### src/rtl/aes_cf_sbox.sv
module aes_cf_sbox #(
  parameter bit REG_OUT = 1'b0
) (
  input  logic       clk,
  input  logic       rst_n,
  input  logic       fwd,
  input  logic [7:0] din,
  output logic [7:0] dout
);

  function automatic logic [1:0] g4mul(input logic [1:0] a, input logic [1:0] b);
    return {(a[1] & b[1]) ^ (a[1] & b[0]) ^ (a[0] & b[1]),
            (a[1] & b[1]) ^ (a[0] & b[0])};
  endfunction

  function automatic logic [1:0] g4sq(input logic [1:0] a);
    return {a[1], a[1] ^ a[0]};
  endfunction

  function automatic logic [3:0] g16mul(input logic [3:0] a, input logic [3:0] b);
    logic [1:0] hh;
    hh = g4mul(a[3:2], b[3:2]);
    return {hh ^ g4mul(a[3:2], b[1:0]) ^ g4mul(a[1:0], b[3:2]),
            g4mul(hh, 2'b10) ^ g4mul(a[1:0], b[1:0])};
  endfunction

  function automatic logic [3:0] g16inv(input logic [3:0] a);
    logic [1:0] d, di;
    d  = g4mul(g4sq(a[3:2]), 2'b10) ^ g4mul(a[1:0], a[3:2] ^ a[1:0]);
    di = g4sq(d);
    return {g4mul(a[3:2], di), g4mul(a[3:2] ^ a[1:0], di)};
  endfunction

  function automatic logic [7:0] g256mul(input logic [7:0] a, input logic [7:0] b,
                                         input logic [3:0] lam);
    logic [3:0] hh;
    hh = g16mul(a[7:4], b[7:4]);
    return {hh ^ g16mul(a[7:4], b[3:0]) ^ g16mul(a[3:0], b[7:4]),
            g16mul(hh, lam) ^ g16mul(a[3:0], b[3:0])};
  endfunction

  function automatic logic [7:0] g256inv(input logic [7:0] a, input logic [3:0] lam);
    logic [3:0] d, di;
    d  = g16mul(g16mul(a[7:4], a[7:4]), lam) ^ g16mul(a[3:0], a[7:4] ^ a[3:0]);
    di = g16inv(d);
    return {g16mul(a[7:4], di), g16mul(a[7:4] ^ a[3:0], di)};
  endfunction

  function automatic logic [7:0] apply_mat(input logic [63:0] m, input logic [7:0] x);
    logic [7:0] r;
    r = '0;
    for (int i = 0; i < 8; i++)
      if (x[i]) r = r ^ m[8*i +: 8];
    return r;
  endfunction

  function automatic logic [3:0] find_lam();
    logic [3:0] best;
    logic hit, done;
    best = 4'h0;
    done = 1'b0;
    for (int l = 1; l < 16; l++) begin
      hit = 1'b0;
      for (int z = 0; z < 16; z++)
        if ((g16mul(4'(z), 4'(z)) ^ 4'(z)) == 4'(l)) hit = 1'b1;
      if (!hit && !done) begin
        best = 4'(l);
        done = 1'b1;
      end
    end
    return best;
  endfunction

  localparam logic [3:0] LAM = find_lam();

  function automatic logic [63:0] find_map();
    logic [7:0] b1, b2, b3, b4, b8, p, beta, pw;
    logic [63:0] m;
    logic done;
    beta = 8'h00;
    done = 1'b0;
    for (int c = 2; c < 256; c++) begin
      b1 = 8'(c);
      b2 = g256mul(b1, b1, LAM);
      b3 = g256mul(b2, b1, LAM);
      b4 = g256mul(b2, b2, LAM);
      b8 = g256mul(b4, b4, LAM);
      p  = b8 ^ b4 ^ b3 ^ b1 ^ 8'h01;
      if (p == 8'h00 && !done) begin
        beta = b1;
        done = 1'b1;
      end
    end
    pw = 8'h01;
    m  = '0;
    for (int i = 0; i < 8; i++) begin
      m[8*i +: 8] = pw;
      pw = g256mul(pw, beta, LAM);
    end
    return m;
  endfunction

  localparam logic [63:0] MAPV = find_map();

  function automatic logic [63:0] find_unmap();
    logic [63:0] m;
    m = '0;
    for (int j = 0; j < 8; j++)
      for (int a = 0; a < 256; a++)
        if (apply_mat(MAPV, 8'(a)) == (8'h01 << j)) m[8*j +: 8] = 8'(a);
    return m;
  endfunction

  localparam logic [63:0] UNMAPV = find_unmap();

  function automatic logic [7:0] aff_fwd(input logic [7:0] b);
    logic [7:0] r;
    for (int i = 0; i < 8; i++)
      r[i] = b[i] ^ b[(i+4)%8] ^ b[(i+5)%8] ^ b[(i+6)%8] ^ b[(i+7)%8];
    return r ^ 8'h63;
  endfunction

  function automatic logic [7:0] aff_inv(input logic [7:0] b);
    logic [7:0] r;
    for (int i = 0; i < 8; i++)
      r[i] = b[(i+2)%8] ^ b[(i+5)%8] ^ b[(i+7)%8];
    return r ^ 8'h05;
  endfunction

  logic [7:0] pre, twr, twr_inv, post, res;

  assign pre     = fwd ? din : aff_inv(din);
  assign twr     = apply_mat(MAPV, pre);
  assign twr_inv = g256inv(twr, LAM);
  assign post    = apply_mat(UNMAPV, twr_inv);
  assign res     = fwd ? aff_fwd(post) : post;

  generate
    if (REG_OUT) begin : g_reg
      always_ff @(posedge clk or negedge rst_n)
        if (!rst_n) dout <= 8'h00;
        else        dout <= res;
    end else begin : g_comb
      assign dout = res;
    end
  endgenerate

  // tower inversion must yield a true inverse for every nonzero element
  assert_field_inverse_R1: assert property (@(posedge clk) disable iff (!rst_n)
    (twr != 8'h00) |-> (g256mul(twr, twr_inv, LAM) == 8'h01));

  assert_zero_forward_R3: assert property (@(posedge clk) disable iff (!rst_n)
    (fwd && din == 8'h00) |-> (res == 8'h63));

  assert_inverse_of_63_R4: assert property (@(posedge clk) disable iff (!rst_n)
    (!fwd && din == 8'h63) |-> (res == 8'h00));

  assert_no_fixed_point_R6: assert property (@(posedge clk) disable iff (!rst_n)
    res != din);

endmodule

### config.mk
export PLATFORM = sky130hd
export DESIGN_NAME = aes_cf_sbox
export DESIGN_NICKNAME = d
export VERILOG_FILES = /design/src/rtl/aes_cf_sbox.sv
export SDC_FILE = /design/constraint.sdc
export NUM_CORES = 1
export LEC_CHECK = 0
export CORE_UTILIZATION = 39
export DETAILED_ROUTE_END_ITERATION = 10
export PLACE_DENSITY = 0.68
export SETUP_SLACK_MARGIN = 0.4
export SLEW_MARGIN = 15
export SYNTH_ARGS = -nofsm -noshare
export SYNTH_HDL_FRONTEND = slang
export SYNTH_SLANG_ARGS = --single-unit
### constraint.sdc
create_clock -name vclk -period 11.7
set_input_delay 1.755 -clock vclk [all_inputs]
set_output_delay 1.755 -clock vclk [all_outputs]
set_load 0.05 [all_outputs]
==> results of run 1 <==
-- what timing repair did --
item	in CTS	in global routing
endpoints found under the setup margin	3	7
resized for setup	1	7
hold buffers	0	0
pin swaps	0	3
-- layer usage --
layer / part of all wire (%) / wire length (um) / global-route usage, %
met5: 0 / 0 / 0
met4: 0 / 0 / 0
met3: 0.79 / 39 / 0
met2: 49 / 2430 / 28.5
met1: 50 / 2490 / 22.0
-- cell usage after synthesis (5+ instances only) --
library cell	count	area, sq um
and3_1	5	31.3
nor2_1	20	75.1
clkbuf_1	5	18.8
nand2_1	20	75.1
a21oi_1	21	105
xnor2_1	45	394
mux2i_1	9	90.1
o21a_1	6	45.0
xnor2_2	5	81.3
ha_1	5	62.6
xnor3_1	5	113
buf_2	8	40.0
xor2_1	29	254
nand3_1	6	30.0
inv_1	12	45.0
-- final cells by class --
type / instances / area (sq um)
Multi-Input combinational cell: 263 / 2350
Fill cell: 600 / 3250
Timing Repair Buffer: 25 / 315
Tap cell: 75 / 93.8
Inverter: 14 / 52.6
-- kinds of logic (layout without fill, tap and decap cells) --
group	count (synthesis)	count (layout)	synth area share, %
mux	14	14	7.67
simple gates	86	86	18.8
buf+inv	37	39	7.47
fa+ha+maj	6	6	2.91
compound gates	60	60	17.6
xor+xnor	97	97	45.6
-- through the flow --
| step | hold slack [ps] | cell area (sq um) | utilization [%] | setup slack (ps) |
|---|---|---|---|---|
| after floorplan | 4390 | 2490 | - | 1160 |
| after global placement | 4790 | 2770 | 45.6 | 239 |
| final | 4390 | 2810 | 46.3 | 919 |
| after global routing | 4490 | 2810 | 46.3 | 420 |
| after CTS | 4790 | 2770 | 45.7 | 431 |
| after detailed placement | 4790 | 2770 | 45.6 | 117 |
-- how the worst max path moves through the flow --
stage / startpoint / endpoint / cells after the start
finish: din[1] / dout[7] / 23
global route: din[3] / dout[7] / 27
CTS: din[1] / dout[7] / 25
detailed placement: din[1] / dout[7] / 23
global placement: din[1] / dout[7] / 23
floorplan: din[1] / dout[2] / 28
==> impl_metrics.py, run 1 <==
metrics = {
    "status": {
        "status": "completed",
    },
    "cells_and_area": {
        "final_common_cell": "xnor2_1",
        "clock_buffers": 0,
        "fin_cells": 377,
        "diodes": 0,
        "n_sequential_cell": 0,
        "seq_area_sq_um": 0,
        "area_delta_synth_final_pct": 12.6,
        "final_layout_size_suffix_gt1_share_pct": 17.5,
        "nNetsFinal": 320,
        "layout_common_cells": "xnor2_1 (42), xor2_1 (29), a21oi_1 (21)",
    },
    "worst_setup_path": {
        "cp_top_family": "XOR/XNOR gates",
        "cp.required_ps": 9950,
        "path_class": "input port to primary output",
        "worstSetupEndpointType": "primary output",
        "setup.worst_path.start_class": "input port",
        "worstPathMaxFanout": 14,
        "path_cells": "clkdlybuf4s50_1 -> xnor3_1 -> mux2i_4 -> xnor3_2 -> xnor2_2 -> clkinv_1 -> ha_1 -> mux4_2 -> xnor3_1 -> xnor2_1 -> o22ai_1 -> xnor2_2 -> a21oi_1 -> nor4_4 -> nand2_2 -> and3_1 -> nor3_2 -> xor2_4 -> xor3_2 -> xor2_2 -> a21oi_1 -> xor2_1 -> buf_12",
        "crit_path_max_incr_delay_ps": 630,
        "worst-path-buf-inv": 3,
        "worst_path_max_delay_cell": "clkdlybuf4s50_1",
        "cp.arrival_ps": 9030,
    },
    "routing": {
        "finalWirelength_mm": 4.97,
        "drc": 0,
        "vias": 2032,
        "dr.pass1.iters": 4,
        "ant_nets": 0,
        "vias_per_cell": 5.39,
        "avgRoutedWirePerCell_um": 13.2,
        "drt_iter0_drc": 138,
    },
    "synthesis": {
        "syn_area_per_cell_sq_um": 8.32,
        "synthCells": 300,
        "syn-num-nets": 316,
        "yosysWarnings": 0,
        "synth_area_sq_um": 2490,
        "ys_seq_area_share_pct": 0,
        "synth_cell_type_count": 70,
    },
    "global_route": {
        "grt_max_degree": 16,
        "grt_pass1_wl_mm": 8.57,
        "antenna_found_initial": 0,
        "grt_pass1_vias": 1816,
        "grt_use_total_pct": 15.7,
        "overflow": 0,
    },
    "worst_hold_path": {
        "min_to": "dout[1]",
        "hold_start": "fwd",
        "hold_path.class": "input port to primary output",
        "worstHoldPathCells": 5,
    },
    "sta": {
        "fin_crit_ps": 10780,
        "setup_tns_ps": 0,
        "rsz0062_at_grt": "no",
        "slew_headroom_pct": 54.6,
        "worst_pin_slew_ps": 678,
        "drv_slew": 0,
        "final-setup-viol-count": 0,
        "max_freq_ghz": 0.0928,
        "finalHoldViolCount": 0,
        "min_period_over_period_pct": 92.1,
    },
    "place": {
        "place_inst": 377,
        "hpwlAfterDp_mm": 3.97,
        "io_buffer_count": 17,
        "gp_congestion": 0.825,
    },
    "die": {
        "fp-row-count": 28,
        "start_util_pct": 41.2,
        "fp.dieArea_sq_um": 6720,
        "design.core.area_sq_um": 6060,
        "die_w_um": 82.0,
        "die_y_um": 82.0,
        "io_pins": 19,
    },
    "clocking": {
        "postCtsSetupBuffers": 0,
    },
    "flow_run": {
        "drv_cap": 0,
    },
}
Power of run 1 is not shown: default switching activity piles up to over one toggle a cycle in this logic, so the estimate is an artifact.
==> run 2: changes to the inputs <==
--- a/config.mk
+++ b/config.mk
@@ -13,3 +13,4 @@
 export SYNTH_ARGS = -nofsm -noshare
 export SYNTH_HDL_FRONTEND = slang
 export SYNTH_SLANG_ARGS = --single-unit
+export TNS_END_PERCENT = 30
==> constraint.sdc (replaced) <==
create_clock -name vclk -period 10.05
set_input_delay 1.5075 -clock vclk [all_inputs]
set_output_delay 1.5075 -clock vclk [all_outputs]
set_load 0.05 [all_outputs]
==> run 2 against run 1 <==
Via count is 5.9% higher. Routed wire length up 8.9%. Utilization grew 7.0 points. Largest cell class unchanged.
==> impl_metrics.py, run 2 (same netlist as run 1, synthesis figures left out) <==
metrics = {
    "sta": {
        "worst_pin_slew_ps": 492,
        "slew_headroom_pct": 66.9,
        "holdWs_ps": 3790,
        "final-setup-viol-count": 0,
        "fin_crit_ps": 9320,
        "max_freq_ghz": 0.107,
        "rsz0062_at_grt": "no",
        "finalHoldViolCount": 0,
        "min_period_over_period_pct": 92.7,
        "drv_slew": 0,
    },
    "cells_and_area": {
        "n_sequential_cell": 0,
        "seq_area_sq_um": 0,
        "nNetsFinal": 354,
        "final_util_pct": 53.4,
        "final_common_cell": "buf_4",
        "area_delta_synth_final_pct": 29.6,
        "postLayoutCellArea_sq_um": 3230,
        "final_layout_size_suffix_gt1_share_pct": 32.7,
        "diodes": 0,
        "layout_common_cells": "buf_4 (42), xnor2_1 (38), xor2_1 (23)",
        "n_fill_cell": 552,
        "fin_cells": 411,
        "clock_buffers": 0,
    },
    "flow_run": {
        "drv_cap": 0,
    },
    "worst_setup_path": {
        "cp.required_ps": 8540,
        "setup.worst_path.start_class": "input port",
        "worstPathMaxFanout": 11,
        "worst_path_max_delay_cell": "clkdlybuf4s50_1",
        "crit_path_max_incr_delay_ps": 490,
        "worstSetupEndpointType": "primary output",
        "path_class": "input port to primary output",
        "cp.arrival_ps": 7810,
    },
    "place": {
        "place_inst": 391,
        "hpwlAfterDp_mm": 4.21,
        "place_area_sq_um": 2920,
        "gp_congestion": 0.814,
        "io_buffer_count": 17,
    },
    "global_route": {
        "overflow": 0,
        "antenna_found_initial": 0,
        "grt_pass1_vias": 1974,
        "grt_use_total_pct": 17.1,
        "grt_max_degree": 16,
        "grt_pass1_wl_mm": 9.23,
    },
    "die": {
        "design.core.area_sq_um": 6060,
        "die_y_um": 82.0,
        "io_pins": 19,
        "fp.dieArea_sq_um": 6720,
        "start_util_pct": 41.2,
        "fp-row-count": 28,
        "die_w_um": 82.0,
    },
    "routing": {
        "dr.pass1.iters": 4,
        "avgRoutedWirePerCell_um": 13.2,
        "ant_nets": 0,
        "finalWirelength_mm": 5.41,
        "drt_iter0_drc": 199,
        "drc": 0,
        "vias_per_cell": 5.24,
        "vias": 2152,
    },
    "worst_hold_path": {
        "hold_path.class": "input port to primary output",
    },
    "status": {
        "status": "completed",
    },
}
## run 2: changes by cell type in the layout (fill, tap and decap cells not counted), moves of 4 or more
cell and delta:
xnor2_1 -4, xor2_2 +6, xor2_1 -6, buf_4 +34
## run 2: final timing paths
| check | end | cells after the start | startpoint | slack, ps |
|---|---|---|---|---|
| worst max-delay path | dout[3] | 26 | din[4] | 730 |
| worst min-delay path | dout[1] | 5 | fwd | 3790 |
## run 2: timing repair
| action | in CTS | in global routing |
|---|---|---|
| endpoints found under the setup margin | 8 | 7 |
| setup buffers | 4 | 16 |
| hold buffers | 0 | 0 |
| pin swaps | 4 | 14 |
| gates resized for setup | 10 | 21 |
## run 2: cell type report
cell class         count  area, sq um  share of cell area, %
repair buffers        59          571                   17.6
well taps             75         93.8                   2.90
inverters             14         53.8                   1.66
multi-input cells    263         2520                   77.8
## run 2: critical path: cells and delay by family
| kind | cells | cell delay (ps) |
|---|---|---|
| XOR/XNOR | 10 | 2420 |
| AO/OA/AOI/OAI | 5 | 1060 |
| adder cells (fa/ha/maj) | 2 | 730 |
| AND/OR/NAND/NOR | 2 | 410 |
| buffers and inverters | 4 | 1040 |
| multiplexers | 3 | 630 |
## run 2: metrics by stage
| step | TNS (ps) | worst slack [ps] |
|---|---|---|
| after CTS | 0 | 419 |
| after floorplan | 0 | 293 |
| after global routing | 0 | 372 |
| final | 0 | 730 |
| after detailed placement | -353 | -188 |
| after global placement | -210 | -123 |
## run 2: per-layer routing
layer	routed length, um	vias to the layer above	global-route usage (%)
met5	0	-	0
met4	18	0	0.526
met3	63	2	0
met2	2790	35	30.8
met1	2540	1002	23.9
li1	-	1113	-
Power of run 2 is left out for the same reason.
